File: src/rtl/cmdreg_pkg.sv
package cmdreg_pkg;

    localparam int CMD_W   = 8;

    localparam int B_ABORT = 0;
    localparam int B_INIT  = 1;
    localparam int B_REG   = 2;
    localparam int B_SNS0  = 3;
    localparam int B_SNS1  = 4;
    localparam int B_AUTO  = 5;
    localparam int B_HOLD  = 6;
    localparam int B_FORCE = 7;

    // bits that keep their written value instead of clearing themselves
    localparam logic [CMD_W-1:0] KEEP_MASK = (CMD_W'(1) << B_AUTO)
                                           | (CMD_W'(1) << B_HOLD)
                                           | (CMD_W'(1) << B_FORCE);
    // persistent bits that an abort still wipes
    localparam logic [CMD_W-1:0] WIPE_KEEP = (CMD_W'(1) << B_AUTO);

    typedef enum logic [1:0] {
        ST_IDLE   = 2'd0,
        ST_LAUNCH = 2'd1,
        ST_RUN    = 2'd2,
        ST_ABORT  = 2'd3
    } seq_state_t;

    typedef enum logic [1:0] {
        FK_SENSOR   = 2'd0,
        FK_REGISTER = 2'd1,
        FK_INIT     = 2'd2
    } frame_kind_t;

endpackage

File: src/rtl/cmdreg_bits.sv
module cmdreg_bits
    import cmdreg_pkg::*;
(
    input  logic             clk,
    input  logic             rst_n,
    input  logic             wr_en,
    input  logic [CMD_W-1:0] wr_data,
    input  logic [CMD_W-1:0] clr_mask,
    input  logic             wipe,
    output logic [CMD_W-1:0] cmd,
    output logic             force_flip
);

    for (genvar i = 0; i < CMD_W; i++) begin : g_bit
        logic q;
        if (KEEP_MASK[i]) begin : g_keep
            // persistent bit: follows each write; abort wipes auto mode
            always_ff @(posedge clk or negedge rst_n) begin
                if (!rst_n) begin
                    q <= 1'b0;
                end else if (wipe && WIPE_KEEP[i]) begin
                    q <= 1'b0;
                end else if (wr_en) begin
                    q <= wr_data[i];
                end
            end
        end else begin : g_shot
            // one-shot bit: set by a written 1, cleared by its own completion
            always_ff @(posedge clk or negedge rst_n) begin
                if (!rst_n) begin
                    q <= 1'b0;
                end else if (wipe || clr_mask[i]) begin
                    q <= 1'b0;
                end else if (wr_en && wr_data[i]) begin
                    q <= 1'b1;
                end
            end
        end
        assign cmd[i] = q;
    end

    // a write that changes the force bit requests one bank swap
    always_ff @(posedge clk or negedge rst_n) begin
        if (!rst_n) begin
            force_flip <= 1'b0;
        end else begin
            force_flip <= wr_en && (wr_data[B_FORCE] != cmd[B_FORCE]);
        end
    end

endmodule

File: src/rtl/cmdreg_cdt.sv
module cmdreg_cdt #(
    parameter int CDT_W = 8
) (
    input  logic             clk,
    input  logic             rst_n,
    input  logic             load,
    input  logic [CDT_W-1:0] reload,
    output logic             elapsed
);

    logic [CDT_W-1:0] cnt_q;

    always_ff @(posedge clk or negedge rst_n) begin
        if (!rst_n) begin
            cnt_q <= '0;
        end else if (load) begin
            cnt_q <= reload;
        end else if (cnt_q != '0) begin
            cnt_q <= cnt_q - CDT_W'(1);
        end
    end

    assign elapsed = (cnt_q == '0);

endmodule

File: src/rtl/cmdreg_fsm.sv
module cmdreg_fsm
    import cmdreg_pkg::*;
(
    input  logic             clk,
    input  logic             rst_n,
    input  logic [CMD_W-1:0] cmd,
    input  logic             elapsed,
    input  logic             frm_done,
    output seq_state_t       state,
    output frame_kind_t      kind,
    output logic             cdm,
    output logic             frm_start,
    output logic             frm_stop,
    output logic             line_clk_en,
    output logic             frame_end,
    output logic             wipe,
    output logic             cdt_load,
    output logic [CMD_W-1:0] clr_mask
);

    seq_state_t       state_q, state_d;
    frame_kind_t      kind_q, sel_kind;
    logic             cdm_q, sel_cdm;
    logic [CMD_W-1:0] mask_q, sel_mask;
    logic             want;
    logic             abort_req;

    assign abort_req = cmd[B_ABORT];

    // fixed-priority choice among pending requests
    always_comb begin
        want     = 1'b1;
        sel_kind = FK_SENSOR;
        sel_cdm  = 1'b0;
        sel_mask = '0;
        if (cmd[B_INIT]) begin
            sel_kind         = FK_INIT;
            sel_mask[B_INIT] = 1'b1;
        end else if (cmd[B_REG]) begin
            sel_kind        = FK_REGISTER;
            sel_mask[B_REG] = 1'b1;
        end else if (cmd[B_SNS0]) begin
            sel_mask[B_SNS0] = 1'b1;
        end else if (cmd[B_SNS1]) begin
            sel_cdm          = 1'b1;
            sel_mask[B_SNS1] = 1'b1;
        end else if (!cmd[B_AUTO]) begin
            want = 1'b0;
        end
    end

    // next-state logic
    always_comb begin
        state_d = state_q;
        unique case (state_q)
            ST_IDLE: begin
                if (abort_req) begin
                    state_d = ST_ABORT;
                end else if (want && elapsed) begin
                    state_d = ST_LAUNCH;
                end
            end
            ST_LAUNCH: begin
                state_d = abort_req ? ST_ABORT : ST_RUN;
            end
            ST_RUN: begin
                if (abort_req) begin
                    state_d = ST_ABORT;
                end else if (frm_done) begin
                    state_d = ST_IDLE;
                end
            end
            ST_ABORT: begin
                state_d = ST_IDLE;
            end
            default: state_d = ST_IDLE;
        endcase
    end

    // state register with the frame descriptor latched at launch
    always_ff @(posedge clk or negedge rst_n) begin
        if (!rst_n) begin
            state_q <= ST_IDLE;
            kind_q  <= FK_SENSOR;
            cdm_q   <= 1'b0;
            mask_q  <= '0;
        end else begin
            state_q <= state_d;
            if (state_q == ST_IDLE && state_d == ST_LAUNCH) begin
                kind_q <= sel_kind;
                cdm_q  <= sel_cdm;
                mask_q <= sel_mask;
            end
        end
    end

    // outputs
    always_comb begin
        frm_start   = (state_q == ST_LAUNCH);
        frm_stop    = (state_q == ST_ABORT);
        wipe        = (state_q == ST_ABORT);
        line_clk_en = ((state_q == ST_LAUNCH) || (state_q == ST_RUN)) && !abort_req;
        frame_end   = (state_q == ST_RUN) && !abort_req && frm_done;
        clr_mask    = frame_end ? mask_q : '0;
        cdt_load    = frame_end || (state_q == ST_ABORT);
    end

    assign state = state_q;
    assign kind  = kind_q;
    assign cdm   = cdm_q;

endmodule

File: src/rtl/cmdreg_seq.sv
module cmdreg_seq
    import cmdreg_pkg::*;
#(
    parameter int CDT_W  = 8,
    parameter int BYTE_W = 5
) (
    input  logic              clk,
    input  logic              rst_n,
    input  logic              wr_en,
    input  logic [7:0]        wr_data,
    input  logic [CDT_W-1:0]  cdt_reload,
    input  logic              frm_done,
    input  logic              frm_err,
    input  logic [BYTE_W-1:0] frm_bytes_ok,
    output logic [7:0]        cmd_rd,
    output logic              cdt_elapsed,
    output logic [BYTE_W-1:0] good_bytes,
    output logic              frm_start,
    output logic [1:0]        frm_kind,
    output logic              frm_cdm,
    output logic              frm_stop,
    output logic              line_clk_en,
    output logic              bank_swap
);

    logic [CMD_W-1:0] cmd;
    logic [CMD_W-1:0] clr_mask;
    logic             wipe;
    logic             force_flip;
    logic             cdt_load;
    logic             frame_end;
    seq_state_t       state;
    frame_kind_t      kind;
    logic             cdm;
    logic [BYTE_W-1:0] bytes_q;
    logic             sens_swap_q;

    cmdreg_bits u_bits (
        .clk        (clk),
        .rst_n      (rst_n),
        .wr_en      (wr_en),
        .wr_data    (wr_data),
        .clr_mask   (clr_mask),
        .wipe       (wipe),
        .cmd        (cmd),
        .force_flip (force_flip)
    );

    cmdreg_cdt #(.CDT_W(CDT_W)) u_cdt (
        .clk     (clk),
        .rst_n   (rst_n),
        .load    (cdt_load),
        .reload  (cdt_reload),
        .elapsed (cdt_elapsed)
    );

    cmdreg_fsm u_fsm (
        .clk         (clk),
        .rst_n       (rst_n),
        .cmd         (cmd),
        .elapsed     (cdt_elapsed),
        .frm_done    (frm_done),
        .state       (state),
        .kind        (kind),
        .cdm         (cdm),
        .frm_start   (frm_start),
        .frm_stop    (frm_stop),
        .line_clk_en (line_clk_en),
        .frame_end   (frame_end),
        .wipe        (wipe),
        .cdt_load    (cdt_load),
        .clr_mask    (clr_mask)
    );

    // intact-byte report and bank-swap request after sensor frames
    always_ff @(posedge clk or negedge rst_n) begin
        if (!rst_n) begin
            bytes_q     <= '0;
            sens_swap_q <= 1'b0;
        end else begin
            if (frame_end && kind == FK_REGISTER) begin
                bytes_q <= frm_err ? frm_bytes_ok : '0;
            end
            sens_swap_q <= frame_end && (kind == FK_SENSOR) && !cmd[B_HOLD];
        end
    end

    assign cmd_rd     = cmd;
    assign good_bytes = bytes_q;
    assign frm_kind   = kind;
    assign frm_cdm    = cdm;
    assign bank_swap  = sens_swap_q || force_flip;

endmodule

File: config.mk
export PLATFORM = sky130hd
export DESIGN_NAME = cmdreg_seq
export DESIGN_NICKNAME = d
export VERILOG_FILES = /design/src/rtl/cmdreg_pkg.sv /design/src/rtl/cmdreg_bits.sv /design/src/rtl/cmdreg_cdt.sv /design/src/rtl/cmdreg_fsm.sv /design/src/rtl/cmdreg_seq.sv
export SDC_FILE = /design/constraint.sdc
export NUM_CORES = 1
export LEC_CHECK = 0
export BUFFER_PORTS_ARGS = -buffer_cell sky130_fd_sc_hd__buf_2
export CORE_MARGIN = 3
export CORE_UTILIZATION = 55
export DETAILED_ROUTE_END_ITERATION = 7
export PLACE_DENSITY_LB_ADDON = 0.3
export SYNTH_ARGS = -nofsm -noshare
export SYNTH_HDL_FRONTEND = slang
export SYNTH_HIERARCHICAL = 1
export SYNTH_SLANG_ARGS = --single-unit
export TNS_END_PERCENT = 10
File: constraint.sdc
create_clock -name clk -period 3.2 [get_ports clk]
set_input_delay 0.16 -clock clk [delete_from_list [all_inputs] [get_ports clk]]
set_output_delay 0.16 -clock clk [all_outputs]
set_load 0.05 [all_outputs]
==> metrics.log, run 1 <==
[metrics] Max H-tree Level: 2
[metrics] Min-Delay Startpoint: cdt_reload[3]
[metrics] IO Port Bufs: 46
[metrics] worst setup path class: reg -> reg
[metrics] total routed wirelength: approximately 3500 um
[metrics] worst path cell trace: inv_1 -> ha_1 -> or3b_1 -> nor2_1 -> nor2_1 -> nor4_4 -> mux2_4
[metrics] clock tree root driver cell: sky130_fd_sc_hd__clkbuf_4
[metrics] clock period minus worst slack: roughly 2400 ps
[metrics] crit path max fanout: 7
[metrics] startpoint type of the worst setup path: flop
[metrics] via count of the first global-routing pass: roughly 1300
[metrics] Hold Violations, Final: 0
[metrics] count of max-cap constraint violations: 0
[metrics] insertion delay to the later sink of the worst-skew pair: around 320 ps
[metrics] signal arrival time at the worst endpoint: 2640 ps
[metrics] average detailed-routed wire length per instance: between 15 and 20 um
[metrics] most common cell after layout, fill and taps aside: sky130_fd_sc_hd__buf_2
[metrics] Layout area overhead: 14.4%
[metrics] Final period util: roughly three quarters
[metrics] Post-Syn Instances: ~160
[metrics] Hold/Removal Path Class: in -> reg
[metrics] Total Neg Setup Slack: 0 ps
[metrics] commonest non-fill, non-tap cells in the layout: sky130_fd_sc_hd__buf_2 (46), sky130_fd_sc_hd__dfrtp_1 (29), sky130_fd_sc_hd__inv_1 (12), sky130_fd_sc_hd__nand2_1 (12), sky130_fd_sc_hd__nor2_1 (10)
[metrics] setup repair after global routing missed its margin: no
[metrics] final setup violation count: 0
[metrics] mapped cell area: between 1500 and 2000 sq um
[metrics] I/O Pins: 47
[metrics] initial antenna violation count: 0
[metrics] capturing element type of the critical path: flop
[metrics] placer's final routability congestion estimate: slightly above 0.8
[metrics] maximum number of pins on one net before global-route repair: 30
[metrics] initial cell density of the core: 59.0%
[metrics] number of gates resized after cts: 0
[metrics] routed vias: 1330
[metrics] Inserted Clock Buffers: 5
[metrics] source of the worst register-to-register timing path: u_cdt/cnt_q[0]$_DFFE_PN0P_
[metrics] Synth Area per Inst: ~10 sq um
[metrics] GR Overflow Total: 0
[metrics] initial DRC count: 61
[metrics] Total Nets Final: 230
[metrics] clock-pin slew on the worst setup and hold paths: 90 ps
[metrics] synthesis warning total: 6
[metrics] area of the die: 3700 sq um
[metrics] Mapped Nets: approximately 190
[metrics] setup slack of the worst register-to-register path: ~770 ps
[metrics] maximum buffer depth of the clock tree: 2
[metrics] row count: 19
[metrics] drt via density: about 5.8
[metrics] DPL Wire Length: between 2000 and 3000 um
[metrics] number of remaining DRC errors: 0
[metrics] CTS tree: built
[metrics] transition at the pin with the smallest max-transition slack: roughly 640 ps
[metrics] share of final-layout standard cells stronger than drive strength 1: roughly a third
[metrics] placeable core region: 2810 sq um
[metrics] Total Power: 1.89 mW
[metrics] Pwr per Cell Area: between 900 and 1000 nW/um^2
[metrics] result of the run: finished clean
[metrics] final antenna-violating net count: 0
[metrics] worst slew margin relative to its limit: a little under three fifths
[metrics] required time reported for the critical path endpoint: ~3400 ps
[metrics] Max Fclk: between 400 and 500 MHz
[metrics] most frequent CP cell: sky130_fd_sc_hd__nor2_1
[metrics] Buf/Inv on CP: 1
[metrics] Max rail drop VDD: between 0.5 and 0.6 mV
[metrics] leakage power of the design: 0.915 nW
[metrics] clk sinks: 29
[metrics] Slowest Stage Delay on Critical Path: between 400 and 500 ps
[metrics] overall die width: 60.9 um
[metrics] overall global routing resource usage: between 20% and 30%
[metrics] crit-path leading delay family: simple AND/OR/NAND/NOR gates
[metrics] Pre-antenna DRT Iters: 4
[metrics] chip height: ~60 um
[metrics] Final Skew: 11.1 ps
[metrics] critical path launch point: u_cdt/cnt_q[0]$_DFFE_PN0P_
[metrics] cell with the largest stage delay on the worst path: sky130_fd_sc_hd__or3b_1
[metrics] first-pass GRT wire length: about 5500 um
[metrics] total count of max-transition violations in the final report: 0
[metrics] count of antenna diodes in the layout: 0
==> tightest hold or removal path, delay by kind of cell <==
kind            cells  cell delay, ps
buf+inv             1              70
compound gates      1              50
simple gates        1              40
==> metrics by stage <==
| stage | area (sq um) | utilization, % | hold WS [ps] | instances | setup WS, ps |
|---|---|---|---|---|---|
| CTS | 1890 | 67.5 | 30.7 | 231 | 789 |
| detailed placement | 1800 | 64.1 | 221 | 222 | 787 |
| finish | 1890 | 67.5 | 45.6 | 231 | 771 |
| global placement | 1800 | 64.1 | 209 | 222 | 901 |
| floorplan | 1660 | - | -136 | 161 | 306 |
| global route | 1890 | 67.5 | 44.9 | 231 | 635 |
==> timing repair <==
action | in CTS | in global routing
buffers inserted | 0 | 0
hold buffers | 1 | 0
endpoints found under the hold margin | 29 | 0
==> flip-flops by register name, indices dropped and copies added (netlist names) <==
signal,count
u_cdt/cnt_q,8
u_fsm/cdm,1
good_bytes,5
u_fsm/state,2
u_fsm/kind,1
u_fsm/mask_q,2
sens_swap_q,1
u_bits/g_bit.q,8
u_bits/force_flip,1
==> worst paths after layout <==
check / to / cells past startpoint
min: u_cdt/cnt_q[3]$_DFFE_PN0P_ / 3
min in group asynchronous: good_bytes[0]$_DFFE_PN0P_ / 2
max: u_fsm/mask_q[1]$_DFFE_PN0P_ / 7
max reg2reg: u_fsm/mask_q[1]$_DFFE_PN0P_ / 7
min reg2reg: sens_swap_q$_DFF_PN0_ / 1
max in group asynchronous: u_bits/g_bit[0].q$_DFFE_PN0P_ / 2
==> cell type report <==
cell class                 instances  area (sq um)
clock buffer                       7          55.1
multi-input combinational        104           758
tap                               31          38.8
fill                             230           912
sequential                        29           726
clock inverter                     1          30.0
timing repair buffer              47           240
inverter                          12          45.0
==> layer usage <==
| metal | track usage [%] | vias up | routed length (um) |
|---|---|---|---|
| met5 | 0 | - | 0 |
| met4 | 7.43 | 0 | 23 |
| met3 | 8.09 | 4 | 275 |
| met2 | 34.7 | 68 | 1760 |
| met1 | 22.9 | 619 | 1430 |
| li1 | - | 639 | - |
==> report_power, final <==
part / switching (mW) / internal (mW) / total (mW)
clock: 0.124 / 0.187 / 0.310
sequential: 0.159 / 0.506 / 0.665
combinational: 0.612 / 0.303 / 0.915
Note: power is estimated with default switching activity, not from simulation.
==> run 2: changes to the inputs <==
--- a/config.mk
+++ b/config.mk
@@ -7,7 +7,7 @@
 export LEC_CHECK = 0
 export BUFFER_PORTS_ARGS = -buffer_cell sky130_fd_sc_hd__buf_2
 export CORE_MARGIN = 3
-export CORE_UTILIZATION = 55
+export CORE_UTILIZATION = 52
 export DETAILED_ROUTE_END_ITERATION = 7
 export PLACE_DENSITY_LB_ADDON = 0.3
 export SYNTH_ARGS = -nofsm -noshare
==> constraint.sdc (replaced) <==
create_clock -name clk -period 2.3 [get_ports clk]
set_input_delay 0.115 -clock clk [delete_from_list [all_inputs] [get_ports clk]]
set_output_delay 0.115 -clock clk [all_outputs]
set_load 0.05 [all_outputs]
==> metrics.log, run 2 (synthesis results as in run 1) <==
[metrics] average detailed-routed wire length per instance: 14.5 um (-4.0%)
[metrics] capture endpoint of the worst hold path: u_cdt/cnt_q[1]$_DFFE_PN0P_
[metrics] crit path max fanout: 5 (-2)
[metrics] number of remaining DRC errors: 0 (unchanged)
[metrics] most common cell after layout, fill and taps aside: sky130_fd_sc_hd__buf_2
[metrics] area of the die: 3900 sq um (+5.2%)
[metrics] signal arrival time at the worst endpoint: 2470 ps (-170 ps)
[metrics] placer's final routability congestion estimate: 0.847 (+2.4%)
[metrics] Inserted Clock Buffers: 5 (unchanged)
[metrics] worst setup path class: reg -> reg
[metrics] Final Skew: 6.79 ps (-4.30 ps)
[metrics] routed length on met2: 1730 um (-1.5%)
[metrics] Pwr per Cell Area: 1310 nW/um^2 (+31%)
[metrics] final antenna-violating net count: 0 (unchanged)
[metrics] Hold Violations, Final: 0 (unchanged)
[metrics] result of the run: finished clean
[metrics] maximum number of pins on one net before global-route repair: 30 (unchanged)
[metrics] RR Endpoint: u_fsm/cdm$_DFFE_PN0P_
[metrics] chip height: 62.4 um (+2.6%)
[metrics] Total Power: 2.57 mW (+36%)
[metrics] overall die width: 62.4 um (+2.6%)
[metrics] share of final-layout standard cells stronger than drive strength 1: 36.8% (+3.3 points)
[metrics] leakage power of the design: 0.947 nW (+3.5%)
[metrics] initial antenna violation count: 0 (unchanged)
[metrics] placeable core region: 2900 sq um (+3.4%)
[metrics] IO Port Bufs: 46 (unchanged)
[metrics] transition at the pin with the smallest max-transition slack: 635 ps (-1.80 ps)
[metrics] clock period minus worst slack: 2260 ps (-173 ps)
[metrics] startpoint type of the worst setup path: flop
[metrics] GR Overflow Total: 0 (unchanged)
[metrics] initial cell density of the core: 57.1% (-1.9 points)
[metrics] Hold/Removal Path Class: in -> reg
[metrics] maximum buffer depth of the clock tree: 2 (unchanged)
[metrics] DPL Wire Length: 2630 um (+0.44%)
[metrics] met3 wirelength from detailed routing: 322 um (+17%)
[metrics] Max Used Layer: met4
[metrics] drt via density: 5.45 (-5.4%)
[metrics] cell with the largest stage delay on the worst path: sky130_fd_sc_hd__dfrtp_1
[metrics] source of the worst register-to-register timing path: u_cdt/cnt_q[1]$_DFFE_PN0P_
[metrics] Final period util: 98.1% (+22 points)
[metrics] count of antenna diodes in the layout: 0 (unchanged)
[metrics] Layout area overhead: 18.9%
[metrics] row count: 19 (unchanged)
[metrics] worst path cell trace: inv_1 -> ha_4 -> or3b_4 -> nor2_4 -> nor2_1 -> nor4_4 -> buf_4 -> mux2_4
[metrics] final setup violation count: 0 (unchanged)
[metrics] number of cell instances on the worst register-to-register path: 8 (+1)
[metrics] post-route met1 wirelength: 1520 um (+6.1%)
[metrics] insertion delay to the later sink of the worst-skew pair: 320 ps (about the same)
[metrics] via count of the first global-routing pass: 1310 (-1.3%)
[metrics] first-pass GRT wire length: 5970 um (+8.8%)
[metrics] Total Nets Final: 239 (+3.9%)
[metrics] count of max-cap constraint violations: 0 (unchanged)
[metrics] worst slew margin relative to its limit: 57.7% (+0.12 points)
[metrics] Pre-antenna DRT Iters: 4 (unchanged)
[metrics] Max rail drop VDD: 1.06 mV (+86%)
[metrics] Max H-tree Level: 2 (unchanged)
[metrics] Non-Filler Instances: 251 (+8.7%)
[metrics] total count of max-transition violations in the final report: 0 (unchanged)
[metrics] commonest non-fill, non-tap cells in the layout: sky130_fd_sc_hd__buf_2 (46), sky130_fd_sc_hd__dfrtp_1 (29), sky130_fd_sc_hd__inv_1 (12), sky130_fd_sc_hd__nand2_1 (12)
[metrics] overall global routing resource usage: 19.4% (-0.93 points)
[metrics] capturing element type of the critical path: flop
[metrics] clock-pin slew on the worst setup and hold paths: 90 ps (about the same)
[metrics] Buf/Inv on CP: 2 (+1)
[metrics] Filler Cell Count: 244 (+6.1%)
[metrics] required time reported for the critical path endpoint: 2510 ps (-900 ps)
[metrics] total routed wirelength: 3640 um (+4.3%)
[metrics] initial DRC count: 111 (+82%)
[metrics] Worst Hold Slack: 14.4 ps (-31.2 ps)
[metrics] crit-path leading delay family: simple AND/OR/NAND/NOR gates
[metrics] Slowest Stage Delay on Critical Path: 440 ps (-50 ps)
[metrics] I/O Pins: 47 (unchanged)
[metrics] setup slack of the worst register-to-register path: 40 ps (-730 ps)
[metrics] Max Fclk: 443 MHz (+7.7%)
[metrics] Hold Path Depth: 3 (unchanged)
[metrics] cell total after placement: 235 (+5.9%)
[metrics] CTS tree: built
[metrics] clock tree root driver cell: sky130_fd_sc_hd__clkbuf_4
[metrics] routed vias: 1367 (+2.8%)
[metrics] clk sinks: 29 (unchanged)
[metrics] Min-Delay Startpoint: cdt_reload[1]
## run 2: metrics by stage
step	setup TNS, ps	instance area (sq um)	setup slack, ps	utilization (%)
detailed placement	0	1830	133	63.2
CTS	0	1920	128	66.0
floorplan	-211	1660	-52.7	-
global placement	0	1830	221	63.2
finish	0	1970	44.2	67.9
global route	-141	1970	-39.8	67.9
## run 2: how the worst max path moves through the flow
stage                                            to  cells past startpoint                       start  slack (ps)
after CTS                     u_fsm/cdm$_DFFE_PN0P_                      7  u_cdt/cnt_q[0]$_DFFE_PN0P_         130
final                         u_fsm/cdm$_DFFE_PN0P_                      8  u_cdt/cnt_q[1]$_DFFE_PN0P_          40
after detailed placement      u_fsm/cdm$_DFFE_PN0P_                      7  u_cdt/cnt_q[0]$_DFFE_PN0P_         130
after floorplan               u_fsm/cdm$_DFFE_PN0P_                      8  u_cdt/cnt_q[0]$_DFFE_PN0P_         -50
after global routing          u_fsm/cdm$_DFFE_PN0P_                      8  u_cdt/cnt_q[1]$_DFFE_PN0P_         -40
after global placement    u_fsm/kind[0]$_DFFE_PN0P_                      5  u_cdt/cnt_q[4]$_DFFE_PN0P_         220
## run 2: worst register-to-register path: cells and delay by family (launching register included)
family	cells	cell delay, ps
simple gates	4	930
flops	1	440
buf+inv	2	320
mux	1	300
fa+ha+maj	1	170
## run 2: final cells by class
cell class / instances / area [sq um] / area share (%)
Multi-Input combinational cell: 104 / 781 / 39.7
Sequential cell: 29 / 726 / 36.9
Timing Repair Buffer: 56 / 313 / 15.9
Tap cell: 42 / 52.6 / 2.67
Inverter: 12 / 45.0 / 2.29
Clock buffer: 6 / 41.3 / 2.10
Clock inverter: 2 / 10.0 / 0.509
## run 2: routing by layer
| layer | up-vias | track usage [%] |
|---|---|---|
| li1 | 646 | - |
| met1 | 631 | 23.8 |
| met2 | 81 | 30.4 |
| met3 | 9 | 5.76 |
| met4 | 0 | 11.0 |
| met5 | - | 0 |
## run 2: power by group
part           internal [mW]  switching, mW  leakage, nW
Combinational          0.469          0.880        0.577
Clock                  0.116          0.171       0.0320
Sequential             0.705          0.228        0.337
Total                   1.29           1.28        0.947
## run 2: what timing repair did
item                                   4_1_cts  5_1_grt
gates resized for setup                      0        3
setup endpoints to repair                    0        4
endpoints found under the hold margin       31        0
hold buffers                                 3        0
setup buffers                                0        5
